--- src/rtl/spi_arb_pkg.sv ---
package spi_arb_pkg;
    localparam int unsigned MMAP_PORT = 0;
    localparam int unsigned CPU_PORT  = 1;

    typedef enum logic {
        SEL_MMAP = 1'b0,
        SEL_CPU  = 1'b1
    } sw_sel_e;
endpackage

--- src/rtl/spi_arb_xfer_track.sv ---
// Remembers whether a multi-beat command is open and reports when a switch
// of owner would cut into traffic.
module spi_arb_xfer_track (
    input  logic clk,
    input  logic rst_n,
    input  logic fire,
    input  logic last,
    output logic busy
);
    typedef struct packed {
        logic open;
    } trk_t;

    trk_t st_d, st_q;

    always_comb begin
        st_d = st_q;
        if (fire) begin
            st_d.open = ~last;
        end
        busy = st_q.open | fire;
    end

    always_ff @(posedge clk or negedge rst_n) begin
        if (!rst_n) begin
            st_q <= '0;
        end else begin
            st_q <= st_d;
        end
    end
endmodule

--- src/rtl/spi_arb_rr_pick.sv ---
// Circular search for the next requester, starting just after the owner.
module spi_arb_rr_pick #(
    parameter int unsigned NPORTS = 4,
    parameter int unsigned IDX_W  = 2
) (
    input  logic [IDX_W-1:0]  cur,
    input  logic [NPORTS-1:0] req,
    output logic              found,
    output logic [IDX_W-1:0]  nxt
);
    always_comb begin
        found = 1'b0;
        nxt   = cur;
        for (int k = 1; k <= int'(NPORTS); k++) begin
            if (!found && req[(int'(cur) + k) % int'(NPORTS)]) begin
                found = 1'b1;
                nxt   = IDX_W'((int'(cur) + k) % int'(NPORTS));
            end
        end
    end
endmodule

--- src/rtl/spi_arb_route.sv ---
// Steers the owner's streams to and from the PHY; others are gated off.
module spi_arb_route #(
    parameter int unsigned NPORTS = 4,
    parameter int unsigned IDX_W  = 2,
    parameter int unsigned CMD_W  = 32,
    parameter int unsigned RSP_W  = 32
) (
    input  logic [IDX_W-1:0]        grant,
    input  logic [NPORTS-1:0]       cmd_valid,
    output logic [NPORTS-1:0]       cmd_ready,
    input  logic [NPORTS*CMD_W-1:0] cmd_data,
    input  logic [NPORTS-1:0]       cmd_last,
    output logic [NPORTS-1:0]       rsp_valid,
    input  logic [NPORTS-1:0]       rsp_ready,
    output logic [RSP_W-1:0]        rsp_data,
    output logic                    phy_cmd_valid,
    input  logic                    phy_cmd_ready,
    output logic [CMD_W-1:0]        phy_cmd_data,
    output logic                    phy_cmd_last,
    input  logic                    phy_rsp_valid,
    output logic                    phy_rsp_ready,
    input  logic [RSP_W-1:0]        phy_rsp_data
);
    always_comb begin
        phy_cmd_valid = cmd_valid[grant];
        phy_cmd_last  = cmd_last[grant];
        phy_cmd_data  = cmd_data[int'(grant)*int'(CMD_W) +: CMD_W];
        phy_rsp_ready = rsp_ready[grant];
        rsp_data      = phy_rsp_data;
        for (int i = 0; i < int'(NPORTS); i++) begin
            cmd_ready[i] = (grant == IDX_W'(i)) & phy_cmd_ready;
            rsp_valid[i] = (grant == IDX_W'(i)) & phy_rsp_valid;
        end
    end
endmodule

--- src/rtl/spi_port_arbiter.sv ---
module spi_port_arbiter #(
    parameter int unsigned NPORTS = 4,
    parameter int unsigned CMD_W  = 32,
    parameter int unsigned RSP_W  = 32
) (
    input  logic                    clk,
    input  logic                    rst_n,
    input  logic                    auto_mode,
    input  logic                    sw_cpu_sel,
    input  logic [NPORTS-1:0]       port_lock,
    input  logic [NPORTS-1:0]       cmd_valid,
    output logic [NPORTS-1:0]       cmd_ready,
    input  logic [NPORTS*CMD_W-1:0] cmd_data,
    input  logic [NPORTS-1:0]       cmd_last,
    output logic [NPORTS-1:0]       rsp_valid,
    input  logic [NPORTS-1:0]       rsp_ready,
    output logic [RSP_W-1:0]        rsp_data,
    output logic                    phy_cmd_valid,
    input  logic                    phy_cmd_ready,
    output logic [CMD_W-1:0]        phy_cmd_data,
    output logic                    phy_cmd_last,
    input  logic                    phy_rsp_valid,
    output logic                    phy_rsp_ready,
    input  logic [RSP_W-1:0]        phy_rsp_data,
    input  logic                    phy_idle,
    output logic [NPORTS-1:0]       grant_oh
);
    import spi_arb_pkg::*;

    localparam int unsigned IDX_W = (NPORTS > 1) ? $clog2(NPORTS) : 1;

    generate
        if (NPORTS == 1) begin : g_direct
            // One master: plain wiring, no arbitration state.
            assign phy_cmd_valid = cmd_valid[0];
            assign phy_cmd_data  = cmd_data;
            assign phy_cmd_last  = cmd_last[0];
            assign cmd_ready     = phy_cmd_ready;
            assign rsp_valid     = phy_rsp_valid;
            assign phy_rsp_ready = rsp_ready[0];
            assign rsp_data      = phy_rsp_data;
            assign grant_oh      = 1'b1;
        end else begin : g_shared
            typedef struct packed {
                logic [IDX_W-1:0] grant;
            } arb_state_t;

            arb_state_t       st_d, st_q;
            logic             xfer_busy;
            logic             may_switch;
            logic             rr_found;
            logic [IDX_W-1:0] rr_next;
            logic [IDX_W-1:0] forced_idx;
            sw_sel_e          sel;

            spi_arb_xfer_track u_track (
                .clk   (clk),
                .rst_n (rst_n),
                .fire  (phy_cmd_valid & phy_cmd_ready),
                .last  (phy_cmd_last),
                .busy  (xfer_busy)
            );

            spi_arb_rr_pick #(
                .NPORTS (NPORTS),
                .IDX_W  (IDX_W)
            ) u_pick (
                .cur   (st_q.grant),
                .req   (port_lock),
                .found (rr_found),
                .nxt   (rr_next)
            );

            spi_arb_route #(
                .NPORTS (NPORTS),
                .IDX_W  (IDX_W),
                .CMD_W  (CMD_W),
                .RSP_W  (RSP_W)
            ) u_route (
                .grant         (st_q.grant),
                .cmd_valid     (cmd_valid),
                .cmd_ready     (cmd_ready),
                .cmd_data      (cmd_data),
                .cmd_last      (cmd_last),
                .rsp_valid     (rsp_valid),
                .rsp_ready     (rsp_ready),
                .rsp_data      (rsp_data),
                .phy_cmd_valid (phy_cmd_valid),
                .phy_cmd_ready (phy_cmd_ready),
                .phy_cmd_data  (phy_cmd_data),
                .phy_cmd_last  (phy_cmd_last),
                .phy_rsp_valid (phy_rsp_valid),
                .phy_rsp_ready (phy_rsp_ready),
                .phy_rsp_data  (phy_rsp_data)
            );

            always_comb begin
                sel        = sw_sel_e'(sw_cpu_sel);
                forced_idx = (sel == SEL_CPU) ? IDX_W'(CPU_PORT) : IDX_W'(MMAP_PORT);
                may_switch = phy_idle & ~xfer_busy;
                st_d       = st_q;
                if (may_switch) begin
                    if (!auto_mode) begin
                        st_d.grant = forced_idx;
                    end else if (!port_lock[st_q.grant] && rr_found) begin
                        st_d.grant = rr_next;
                    end
                end
                for (int i = 0; i < int'(NPORTS); i++) begin
                    grant_oh[i] = (st_q.grant == IDX_W'(i));
                end
            end

            always_ff @(posedge clk or negedge rst_n) begin
                if (!rst_n) begin
                    st_q.grant <= IDX_W'(MMAP_PORT);
                end else begin
                    st_q <= st_d;
                end
            end
        end
    endgenerate
endmodule

--- config.mk ---
export PLATFORM = sky130hd
export DESIGN_NAME = spi_port_arbiter
export DESIGN_NICKNAME = d
export VERILOG_FILES = /design/src/rtl/spi_arb_pkg.sv /design/src/rtl/spi_arb_xfer_track.sv /design/src/rtl/spi_arb_rr_pick.sv /design/src/rtl/spi_arb_route.sv /design/src/rtl/spi_port_arbiter.sv
export SDC_FILE = /design/constraint.sdc
export NUM_CORES = 1
export LEC_CHECK = 0
export BUFFER_PORTS_ARGS = -buffer_cell sky130_fd_sc_hd__buf_2
export CAP_MARGIN = 20
export CORE_AREA = 5 5 99 101
export DETAILED_ROUTE_END_ITERATION = 16
export DIE_AREA = 0 0 104 106
export SLEW_MARGIN = 20
export SYNTH_ARGS = -nofsm -noshare
export SYNTH_HDL_FRONTEND = slang
export SYNTH_HIERARCHICAL = 1
export SYNTH_SLANG_ARGS = --single-unit
--- constraint.sdc ---
create_clock -name clk -period 5.44 [get_ports clk]
set_input_delay 0 -clock clk [delete_from_list [all_inputs] [get_ports clk]]
set_output_delay 0 -clock clk [all_outputs]
set_load 0.005 [all_outputs]
==> implementation parameters, run 1 <==
Parameter                              Value

Yosys
  Cells after synthesis    127
  Yosys synthesis warning count    6
  Synthesized net count    310
  Synthesized area per cell    12.3 um^2
  Fraction of synthesis flops using an asynchronous set or reset pin    100%
  Share of the yosys chip area belonging to registers    4.82%
  Distinct cells, synth    33
  Post-synthesis instance area    1560 um^2
  Number of flops mapped to enable cells by yosys    0
  Leading register cell type out of synthesis    sky130_fd_sc_hd__dfrtp_1
  Register bit count reported by yosys    3

Die
  # rows    35
  Initial core utilization    17.5%
  Chip Height    between 100 and 150 um
  IO Pins    262
  Die footprint    roughly 11000 um^2
  Horiz. Die Dim    104 um
  Core area    8930 um^2

Outcome
  Outcome    finished, final reports clean

Job
  Count of max-cap constraint violations    0

Global route
  Antenna violations before repair    3
  Global routing usage summed across all routing layers    10.9%
  Maximum number of pins on one net before global-route repair    59
  Layer with the highest usage    met2
  Met3 demand-to-capacity share in global routing    under 10%
  Met2 track demand over resource    19.2%
  Global-route met1 utilization    11.4%
  Vias in the first global route    between 1500 and 2000
  Global-route wire length before repair    9.77 mm
  Final global-route overflow total    0

Pwr
  Total power draw    around 0.9 mW
  Power density over cell area    370 nW/um^2
  Largest vdd supply drop    between 100 and 150 uV
  Standby leakage power    1.26 nW

Clocking
  Number of CTS-inserted buffers    3
  Clock root cell    sky130_fd_sc_hd__clkbuf_8
  CTS Sinks    3
  CTS tree    yes
  Clock-pin slew of the registers on the worst-case setup and hold paths    30 ps
  Clock latency at the later pin of the worst-skew pair    210 ps
  H-Tree Depth    1
  Post-CTS Setup Inserts    0
  CTS max path bufs    2

Timing
  Final-report setup violation count    0
  Count of final max-slew check failures    0
  Final TNS setup    0 ps
  Worst Skew    around 0.5 ps
  Hold Fails Final Rpt    0
  Final period utilization    44.8%
  Time the final worst path needs with I/O delays and setup    2440 ps
  Tightest hold margin    approximately 0.0023 ps
  Transition time of the tightest slew-check pin    775 ps
  Slew Limit Headroom    48.4%
  Unrepaired setup endpoints after global routing    no
  Maximum clock frequency    411 MHz

Route
  Length of the first detailed-routing pass in iterations    4
  Total number of vias    1785
  Count of antenna-violating nets left after detailed routing    0
  Wire per inst    16.8 um
  DRC marker count from the first detailed-route iteration    56
  DRC violations left    0
  Routed vias/inst    4.47
  Final routed wirelength across all metal layers    6.70 mm

Cells and area
  Area of all sequential standard cells    80.1 um^2
  # nets final    roughly 470
  Layout-stage area growth over the synthesis result    53.7%
  Non-filler instance count after layout    399
  Filler cell count    slightly below 1000
  Most frequent cells in the layout    sky130_fd_sc_hd__buf_2 (197), sky130_fd_sc_hd__mux4_2 (33), sky130_fd_sc_hd__mux2i_1 (4), sky130_fd_sc_hd__inv_1 (4), sky130_fd_sc_hd__and3b_1 (4)
  Most common library cell in the layout ignoring fill and taps    sky130_fd_sc_hd__buf_2
  Ratio of cells with drive above 1 in the final layout    82.9%
  Area taken by multi-input logic gates    around 1100 um^2

Critical path
  Data arrival time of the critical path    2570 ps
  Worst path cell trace    mux4_2 -> and2_1 -> or2_1 -> nor4bb_1 -> a211oi_1 -> mux2i_1
  Data required time at the worst endpoint    5570 ps
  Cell type group with the largest total delay on the critical path    simple AND/OR/NAND/NOR gates
  Critical Setup Path Class    register to register
  Number of buffer and inverter stages on the critical path    0
  Maximum fanout encountered on the critical timing path    between 50 and 60
  Critical path's slowest cell    sky130_fd_sc_hd__dfrtp_4
  Setup crit start kind    register
  Worst Setup End Kind    register
  Delay of the slowest critical-path stage    830 ps

Place
  Final weighted congestion in routability-driven placement    0.771
  Hpwl dp    5.89 mm
  Total placed cells including tap cells    393
  # port buffers    197

Hold path
  Hold WC Path Type    input pin to output pin
## sequential cells by signal, indices dropped and copies added, names as in the netlist
name,count
g_shared.u_track/st_q,1
g_shared.st_q,2
## where the power goes
part	switching, mW	internal (mW)	leakage, nW
combinational	0.275	0.442	1.21
sequential	0.0699	0.0363	0.0322
clock	0.0139	0.0499	0.0228
total	0.358	0.528	1.26
## area by class of cell
class,instances,share of cell area [%]
Antenna cell,1,0.104
Clock buffer,4,1.88
Inverter,4,0.627
Multi-Input combinational cell,77,46.4
Sequential cell,3,3.34
Tap cell,111,5.80
Timing Repair Buffer,199,41.9
## path summary, 6_finish.rpt
check | from | end | slack [ps] | cells after the start
worst max-delay path | g_shared.st_q[1] | g_shared.st_q[0] | 3000 | 6
worst max register to register | g_shared.st_q[1] | g_shared.st_q[0] | 3000 | 6
worst min register to register | g_shared.u_track/st_q | g_shared.u_track/st_q | 520 | 2
min in group asynchronous | rst_n | g_shared.u_track/st_q | 130 | 2
worst min-delay path | phy_rsp_data[0] | rsp_data[0] | 0.002 | 0
max in group asynchronous | rst_n | g_shared.st_q[1] | 5190 | 2
## through the flow
| stage | util [%] | worst slack, ps | cell area (um^2) |
|---|---|---|---|
| after global routing | 26.8 | 2830 | 2390 |
| after detailed placement | 26.1 | 2730 | 2340 |
| final | 26.8 | 3000 | 2400 |
| after global placement | 26.1 | 2820 | 2340 |
| after floorplan | - | 3330 | 1560 |
| after CTS | 26.8 | 2730 | 2390 |
## routing by layer
layer,up-vias,share of wire (%)
met1,862,33
met5,-,0.61
met3,10,13
met2,103,54
li1,804,-
met4,6,0.37
## Yosys cell counts, types with 2 or more instances
cell type	n	share of area, %
sky130_fd_sc_hd__nand2_1	2	0.48
sky130_fd_sc_hd__mux4_2	33	48
sky130_fd_sc_hd__buf_2	4	1.3
sky130_fd_sc_hd__nor2b_1	3	1.2
sky130_fd_sc_hd__dfrtp_1	3	4.8
sky130_fd_sc_hd__a21oi_1	2	0.64
sky130_fd_sc_hd__mux4_1	2	3.4
sky130_fd_sc_hd__a211oi_1	2	0.96
sky130_fd_sc_hd__mux2i_1	4	2.6
sky130_fd_sc_hd__and3_1	2	0.80
sky130_fd_sc_hd__nor3b_1	2	0.96
sky130_fd_sc_hd__o211ai_1	2	0.96
sky130_fd_sc_hd__buf_12	3	3.9
sky130_fd_sc_hd__and2_1	3	1.2
sky130_fd_sc_hd__nor2_1	2	0.48
sky130_fd_sc_hd__buf_6	3	2.2
sky130_fd_sc_hd__nand2b_1	2	0.80
sky130_fd_sc_hd__buf_4	32	15
sky130_fd_sc_hd__inv_1	4	0.96
sky130_fd_sc_hd__and3b_1	4	2.2
## kinds of logic (layout without fill, tap and decap cells)
logic type / after synthesis / count (layout) / synth area share, %
flip-flops: 3 / 3 / 4.82
other: 0 / 1 / 0
AND/OR/NAND/NOR: 27 / 27 / 11.7
buffers and inverters: 47 / 207 / 23.9
multiplexers: 40 / 40 / 54.6
AO/OA/AOI/OAI: 10 / 10 / 4.98
## timing repair
| action | 4_1_cts | 5_1_grt |
|---|---|---|
| gates resized for setup | 0 | 0 |
| hold endpoints to repair | 3 | 0 |
| hold buffers | 1 | 0 |
Power figures use the tool's default switching activity.
==> run 2, diff against run 1 <==
--- a/config.mk
+++ b/config.mk
@@ -7,9 +7,9 @@
 export LEC_CHECK = 0
 export BUFFER_PORTS_ARGS = -buffer_cell sky130_fd_sc_hd__buf_2
 export CAP_MARGIN = 20
-export CORE_AREA = 5 5 99 101
+export CORE_AREA = 5 5 98 100
 export DETAILED_ROUTE_END_ITERATION = 16
-export DIE_AREA = 0 0 104 106
+export DIE_AREA = 0 0 103 105
 export SLEW_MARGIN = 20
 export SYNTH_ARGS = -nofsm -noshare
 export SYNTH_HDL_FRONTEND = slang
==> constraint.sdc (replaced) <==
create_clock -name clk -period 2.45 [get_ports clk]
set_input_delay 0 -clock clk [delete_from_list [all_inputs] [get_ports clk]]
set_output_delay 0 -clock clk [all_outputs]
set_load 0.005 [all_outputs]
==> run 2 against run 1 <==
  * Wire length rose by 0.43%
  * Final area barely moved
  * Via count fell by 0.22%
  * Core utilization rose by 1.1 points
  * Count of clock-buffer cells in the layout did not move
  * Power rose by 130%
  * Sequential share of layout area fell by 0.11 points
  * Largest power group unchanged
  * Highest routed layer is now met4
==> implementation parameters, run 2 (synthesis gave the netlist of run 1 again) <==
Parameter                              Value

Clocking
  H-Tree Depth    1
  CTS tree    yes
  CTS Sinks    3
  Clock latency at the later pin of the worst-skew pair    210 ps
  Clock-pin slew of the registers on the worst-case setup and hold paths    approximately 30 ps
  Clock root cell    sky130_fd_sc_hd__clkbuf_8
  Post-CTS resize count    0
  Post-CTS Setup Inserts    0
  Number of CTS-inserted buffers    3
  CTS max path bufs    2

Pwr
  Standby leakage power    1.27 nW
  Largest vdd supply drop    282 uV
  Switching part of the total power    41.4%
  Combinational power share    87.6%
  Internal power summed over all cells    about 1.2 mW
  Share of total power in the clock network    ~7.0%
  Switching component of the power    0.835 mW
  Sequential Power Share    5.4%
  Power density over cell area    about 840 nW/um^2

Route
  Count of antenna-violating nets left after detailed routing    0
  DRC violations left    0
  Final routed wirelength across all metal layers    between 6 and 7 mm
  Wire per inst    roughly 17 um
  Routed vias/inst    roughly 4.5
  Length of the first detailed-routing pass in iterations    4
  DRC marker count from the first detailed-route iteration    39
  Total number of vias    roughly 1800

Die
  IO Pins    262
  Core area    8590 um^2
  Initial core utilization    between 10% and 20%
  # rows    34
  Die footprint    between 10000 and 15000 um^2
  Horiz. Die Dim    103 um
  Chip Height    105 um

Timing
  Slew Limit Headroom    between 40% and 50%
  Final TNS setup    0 ps
  Hold Fails Final Rpt    0
  Final period utilization    83.8%
  Maximum clock frequency    approximately 490 MHz
  Transition time of the tightest slew-check pin    around 800 ps
  Setup slack of the critical path after layout    397 ps
  Worst Skew    1.59 ps
  Unrepaired setup endpoints after global routing    no
  Final-report setup violation count    0
  Time the final worst path needs with I/O delays and setup    2050 ps
  Count of final max-slew check failures    0

Job
  Count of max-cap constraint violations    0

Critical path
  Data required time at the worst endpoint    2450 ps
  End point of the critical path    phy_cmd_last
  Start point of the critical path    g_shared.st_q[0]
  Startpoint of the lowest-slack register-to-register path    g_shared.st_q[0]
  Worst Setup End Kind    output pin
  Setup slack of the most critical reg-to-reg path    430 ps
  Data arrival time of the critical path    2050 ps
  Critical Setup Path Class    register to output pin
  Maximum fanout encountered on the critical timing path    54
  Setup crit start kind    register
  Worst reg2reg endpoint    g_shared.st_q[0]
  R2r worst-path depth    6

Global route
  Final global-route overflow total    0
  Maximum number of pins on one net before global-route repair    55
  Antenna violations before repair    0
  Global-route wire length before repair    between 9 and 10 mm
  Global routing usage summed across all routing layers    11.0%
  Vias in the first global route    1935

Cells and area
  Largest registers ranked by flip-flop count    g_shared.st_q x2, g_shared.u_track/st_q x1
  Most common library cell in the layout ignoring fill and taps    sky130_fd_sc_hd__buf_2
  Flip-flop count of the largest register, all copies and words added    2
  Register with the most flip-flops    g_shared.st_q
  # nets final    472
  Ratio of cells with drive above 1 in the final layout    approximately 83%
  Most frequent cells in the layout    sky130_fd_sc_hd__buf_2 (197), sky130_fd_sc_hd__mux4_2 (33), sky130_fd_sc_hd__mux2i_1 (4), sky130_fd_sc_hd__inv_1 (4), sky130_fd_sc_hd__and3b_1 (4)
  Filler cell count    roughly 900
  Layout-stage area growth over the synthesis result    53.8%

Outcome
  Outcome    finished, final reports clean

Hold path
  Hold WC Path Type    input pin to output pin

Place
  Worst setup slack after placement    434 ps
  # port buffers    197
  Final weighted congestion in routability-driven placement    0.727
  Hpwl dp    around 5.9 mm
[run 2: cell count changes in the layout (fill, tap and decap cells not counted), sizes merged]
cell and delta:
buf +1
[run 2: final cells by class]
type / count / area (um^2) / area share [%]
Timing Repair Buffer: 200 / 1010 / 42.2
Sequential cell: 3 / 77.6 / 3.24
Multi-Input combinational cell: 77 / 1110 / 46.3
Tap cell: 108 / 135 / 5.64
Inverter: 4 / 15.0 / 0.626
Antenna cell: 1 / 2.50 / 0.104
Clock buffer: 4 / 45.0 / 1.88
[run 2: per-layer routing]
metal  part of all wire, %  GRT usage, %
met5                     0             0
met4                  0.74          2.78
met3                    15          2.53
met2                    55          22.6
met1                    29          10.3
[run 2: worst min-delay path by stage]
stage	start	to	slack, ps	depth (start not counted)
3_5_place_dp	rst_n	g_shared.u_track/st_q	-200	1
2_1_floorplan	rst_n	g_shared.st_q[0]	-300	0
5_1_grt	phy_rsp_data[25]	rsp_data[25]	0.008	0
4_1_cts	phy_rsp_data[13]	rsp_data[13]	0.03	0
6_report	phy_rsp_data[12]	rsp_data[12]	0.002	0
3_3_place_gp	rst_n	g_shared.u_track/st_q	-200	1
[run 2: power by group through the flow]
| stage | logic [mW] | clock network (mW) | registers (mW) |
|---|---|---|---|
| global placement | 1.80 | 0 | 0.105 |
| CTS | 1.83 | 0.146 | 0.108 |
| floorplan | 1.31 | 0 | 0.113 |
| finish | 1.77 | 0.141 | 0.108 |
| global route | 1.94 | 0.149 | 0.113 |
| detailed placement | 1.82 | 0 | 0.108 |
[run 2: metrics by stage]
step	hold WS, ps	util (%)	std cells	area, um^2	power, mW
3_3_place_gp	-197	27.2	391	2340	1.91
5_1_grt	0.00796	27.9	396	2390	2.20
6_report	0.00226	27.9	397	2400	2.02
2_1_floorplan	-296	-	127	1560	1.42
4_1_cts	0.0346	27.9	396	2390	2.08
3_5_place_dp	-195	27.2	391	2340	1.92
[run 2: worst max-delay path, stage by stage (launching register included)]
cell and delay (ps):
sky130_fd_sc_hd__dfrtp_2 350, sky130_fd_sc_hd__buf_4 620, sky130_fd_sc_hd__mux4_1 690, sky130_fd_sc_hd__buf_2 160
[run 2: repair_timing]
action	in CTS	in global routing
endpoints found under the setup margin	0	0
hold endpoints to repair	3	0
hold buffers	1	0
==> run 3, diff against run 2 <==
--- a/config.mk
+++ b/config.mk
@@ -7,9 +7,9 @@
 export LEC_CHECK = 0
 export BUFFER_PORTS_ARGS = -buffer_cell sky130_fd_sc_hd__buf_2
 export CAP_MARGIN = 20
-export CORE_AREA = 5 5 98 100
+export CORE_AREA = 5 5 99 101
 export DETAILED_ROUTE_END_ITERATION = 16
-export DIE_AREA = 0 0 103 105
+export DIE_AREA = 0 0 104 106
 export SLEW_MARGIN = 20
 export SYNTH_ARGS = -nofsm -noshare
 export SYNTH_HDL_FRONTEND = slang
==> constraint.sdc (replaced) <==
create_clock -name clk -period 1.7 [get_ports clk]
set_input_delay 0 -clock clk [delete_from_list [all_inputs] [get_ports clk]]
set_output_delay 0 -clock clk [all_outputs]
set_load 0.005 [all_outputs]
==> run 3 against run 2 <==
  * The flow now finishes with violations (setup timing)
  * Worst hold slack stayed put
  * Core utilization is 2.7 points higher
  * Setup slack worse by 600 ps
==> implementation parameters, run 3 (synthesis gave the netlist of run 1 again) <==
Parameter                              Value

Pwr
  Standby leakage power    1.45 nW
  Power density over cell area    around 1400 nW/um^2
  Largest vdd supply drop    approximately 430 uV

Cells and area
  Ratio of cells with drive above 1 in the final layout    86.5%
  Non-filler instance count after layout    421
  Layout-stage area growth over the synthesis result    75.6%
  # nets final    494
  Flip-flop count of the largest register, all copies and words added    2
  Number of antenna repair diodes    0
  Most frequent cells in the layout    sky130_fd_sc_hd__buf_2 (197), sky130_fd_sc_hd__mux4_2 (34), sky130_fd_sc_hd__buf_4 (15)
  Largest registers ranked by flip-flop count    g_shared.st_q x2, g_shared.u_track/st_q x1
  Core Util, Final    30.6%
  Register with the most flip-flops    g_shared.st_q
  Most common library cell in the layout ignoring fill and taps    sky130_fd_sc_hd__buf_2
  Filler cell count    around 900

Critical path
  Critical Setup Path Class    register to register
  Critical path's slowest cell    sky130_fd_sc_hd__mux4_2
  Startpoint of the lowest-slack register-to-register path    g_shared.st_q[0]
  Delay of the slowest critical-path stage    510 ps
  Setup slack of the most critical reg-to-reg path    -200 ps
  Maximum fanout encountered on the critical timing path    4
  Start point of the critical path    g_shared.st_q[0]
  R2r worst-path depth    6
  Data arrival time of the critical path    2040 ps
  Worst path cell trace    mux4_2 -> and2_4 -> or2_4 -> nor4bb_4 -> a211oi_2 -> mux2i_1
  Data required time at the worst endpoint    around 1800 ps
  Worst Setup End Kind    register
  Setup crit start kind    register
  Worst reg2reg endpoint    g_shared.st_q[0]

Place
  # port buffers    slightly below 200
  Hpwl dp    6.03 mm
  Final weighted congestion in routability-driven placement    approximately 0.83
  Total placed cells including tap cells    398
  Worst setup slack after placement    -237 ps

Hold path
  Worst hold path cell count    0
  Capture endpoint of the worst hold path    rsp_data[4]
  Hold WC Path Type    input pin to output pin
  Origin of the worst min-delay path    phy_rsp_data[4]

Clocking
  H-Tree Depth    1
  Clock-pin slew of the registers on the worst-case setup and hold paths    30 ps
  Number of CTS-inserted buffers    3
  Clock latency at the later pin of the worst-skew pair    210 ps
  CTS max path bufs    2
  CTS Sinks    3
  CTS tree    yes
  Clock root cell    sky130_fd_sc_hd__clkbuf_8

Global route
  Global-route wire length before repair    ~10 mm
  Final global-route overflow total    0
  Global routing usage summed across all routing layers    11.1%
  Vias in the first global route    1829
  Antenna violations before repair    0
  Maximum number of pins on one net before global-route repair    55

Timing
  Hold Fails Final Rpt    0
  Slew Limit Headroom    80.6%
  Setup slack of the critical path after layout    -205 ps
  Worst Skew    around 0.75 ps
  Count of final max-slew check failures    0
  Unrepaired setup endpoints after global routing    yes
  Final-report setup violation count    16
  Transition time of the tightest slew-check pin    approximately 290 ps
  Time the final worst path needs with I/O delays and setup    1900 ps
  Tightest hold margin    0.00226 ps
  Final TNS setup    -946 ps
  Final period utilization    112%
  Maximum clock frequency    around 530 MHz

Die
  Initial core utilization    17.5%
  Chip Height    106 um
  Core area    8930 um^2
  IO Pins    around 260
  Horiz. Die Dim    104 um
  # rows    35
  Die footprint    11000 um^2

Route
  Wire per inst    17.4 um
  Total number of vias    1874
  DRC marker count from the first detailed-route iteration    66
  DRC violations left    0
  Count of antenna-violating nets left after detailed routing    0
  Length of the first detailed-routing pass in iterations    4
  Routed vias/inst    4.45
  Final routed wirelength across all metal layers    7.34 mm

Outcome
  Outcome    finished, violations left
  Failing checks    setup timing

Job
  Count of max-cap constraint violations    0
run 3: cell types whose count changed in the layout (fill, tap and decap cells not counted), sizes merged:
cell / change
clkbuf: +4
buf: +18
diode: -1
run 3: timing repair:
action	in CTS	in global routing
hold buffers	1	0
setup endpoints to repair	24	24
cloned	0	4
hold endpoints to repair	3	0
buffers inserted	1	13
gates resized for setup	5	9
pin swaps	5	1
run 3: worst max path at each step:
stage / endpoint / slack, ps / cells after the start
after floorplan: g_shared.st_q[0] / -390 / 7
after global placement: g_shared.st_q[0] / -200 / 6
after detailed placement: g_shared.st_q[0] / -240 / 6
after CTS: phy_rsp_ready / -200 / 4
after global routing: g_shared.st_q[0] / -290 / 6
final: g_shared.st_q[0] / -200 / 6
run 3: worst max-delay path, delay by kind of cell, from the launching register on:
family | cells | cell delay (ps)
flops | 1 | 360
mux | 2 | 640
compound gates | 1 | 60
simple gates | 3 | 750
run 3: stage by stage:
stage | area [um^2] | total power [mW]
6_report | 2740 | 3.70
5_1_grt | 2740 | 3.98
4_1_cts | 2490 | 3.10
3_5_place_dp | 2400 | 2.82
3_3_place_gp | 2400 | 2.77
2_1_floorplan | 1580 | 2.08
run 3: metal layers:
layer  GRT usage (%)  vias up  routed length [um]
li1                -      851                   -
met1            12.6      899                2620
met3            5.04        8                 809
met5               0        -                   0
met2            19.1      116                3870
met4            2.31        0                  36
run 3: final cells by class:
type	count	area, um^2	area share (%)
repair buffers	222	1320	48.1
multi-input cells	77	1140	41.8
well taps	111	139	5.07
flip-flops and latches	3	77.6	2.83
clock buffers	4	45.0	1.65
inverters	4	15.0	0.548
run 3: report_power, final:
group	leakage (nW)	switching [mW]	internal, mW
logic	1.39	1.28	2.08
clock network	0.0228	0.0469	0.160
registers	0.0320	0.0227	0.114
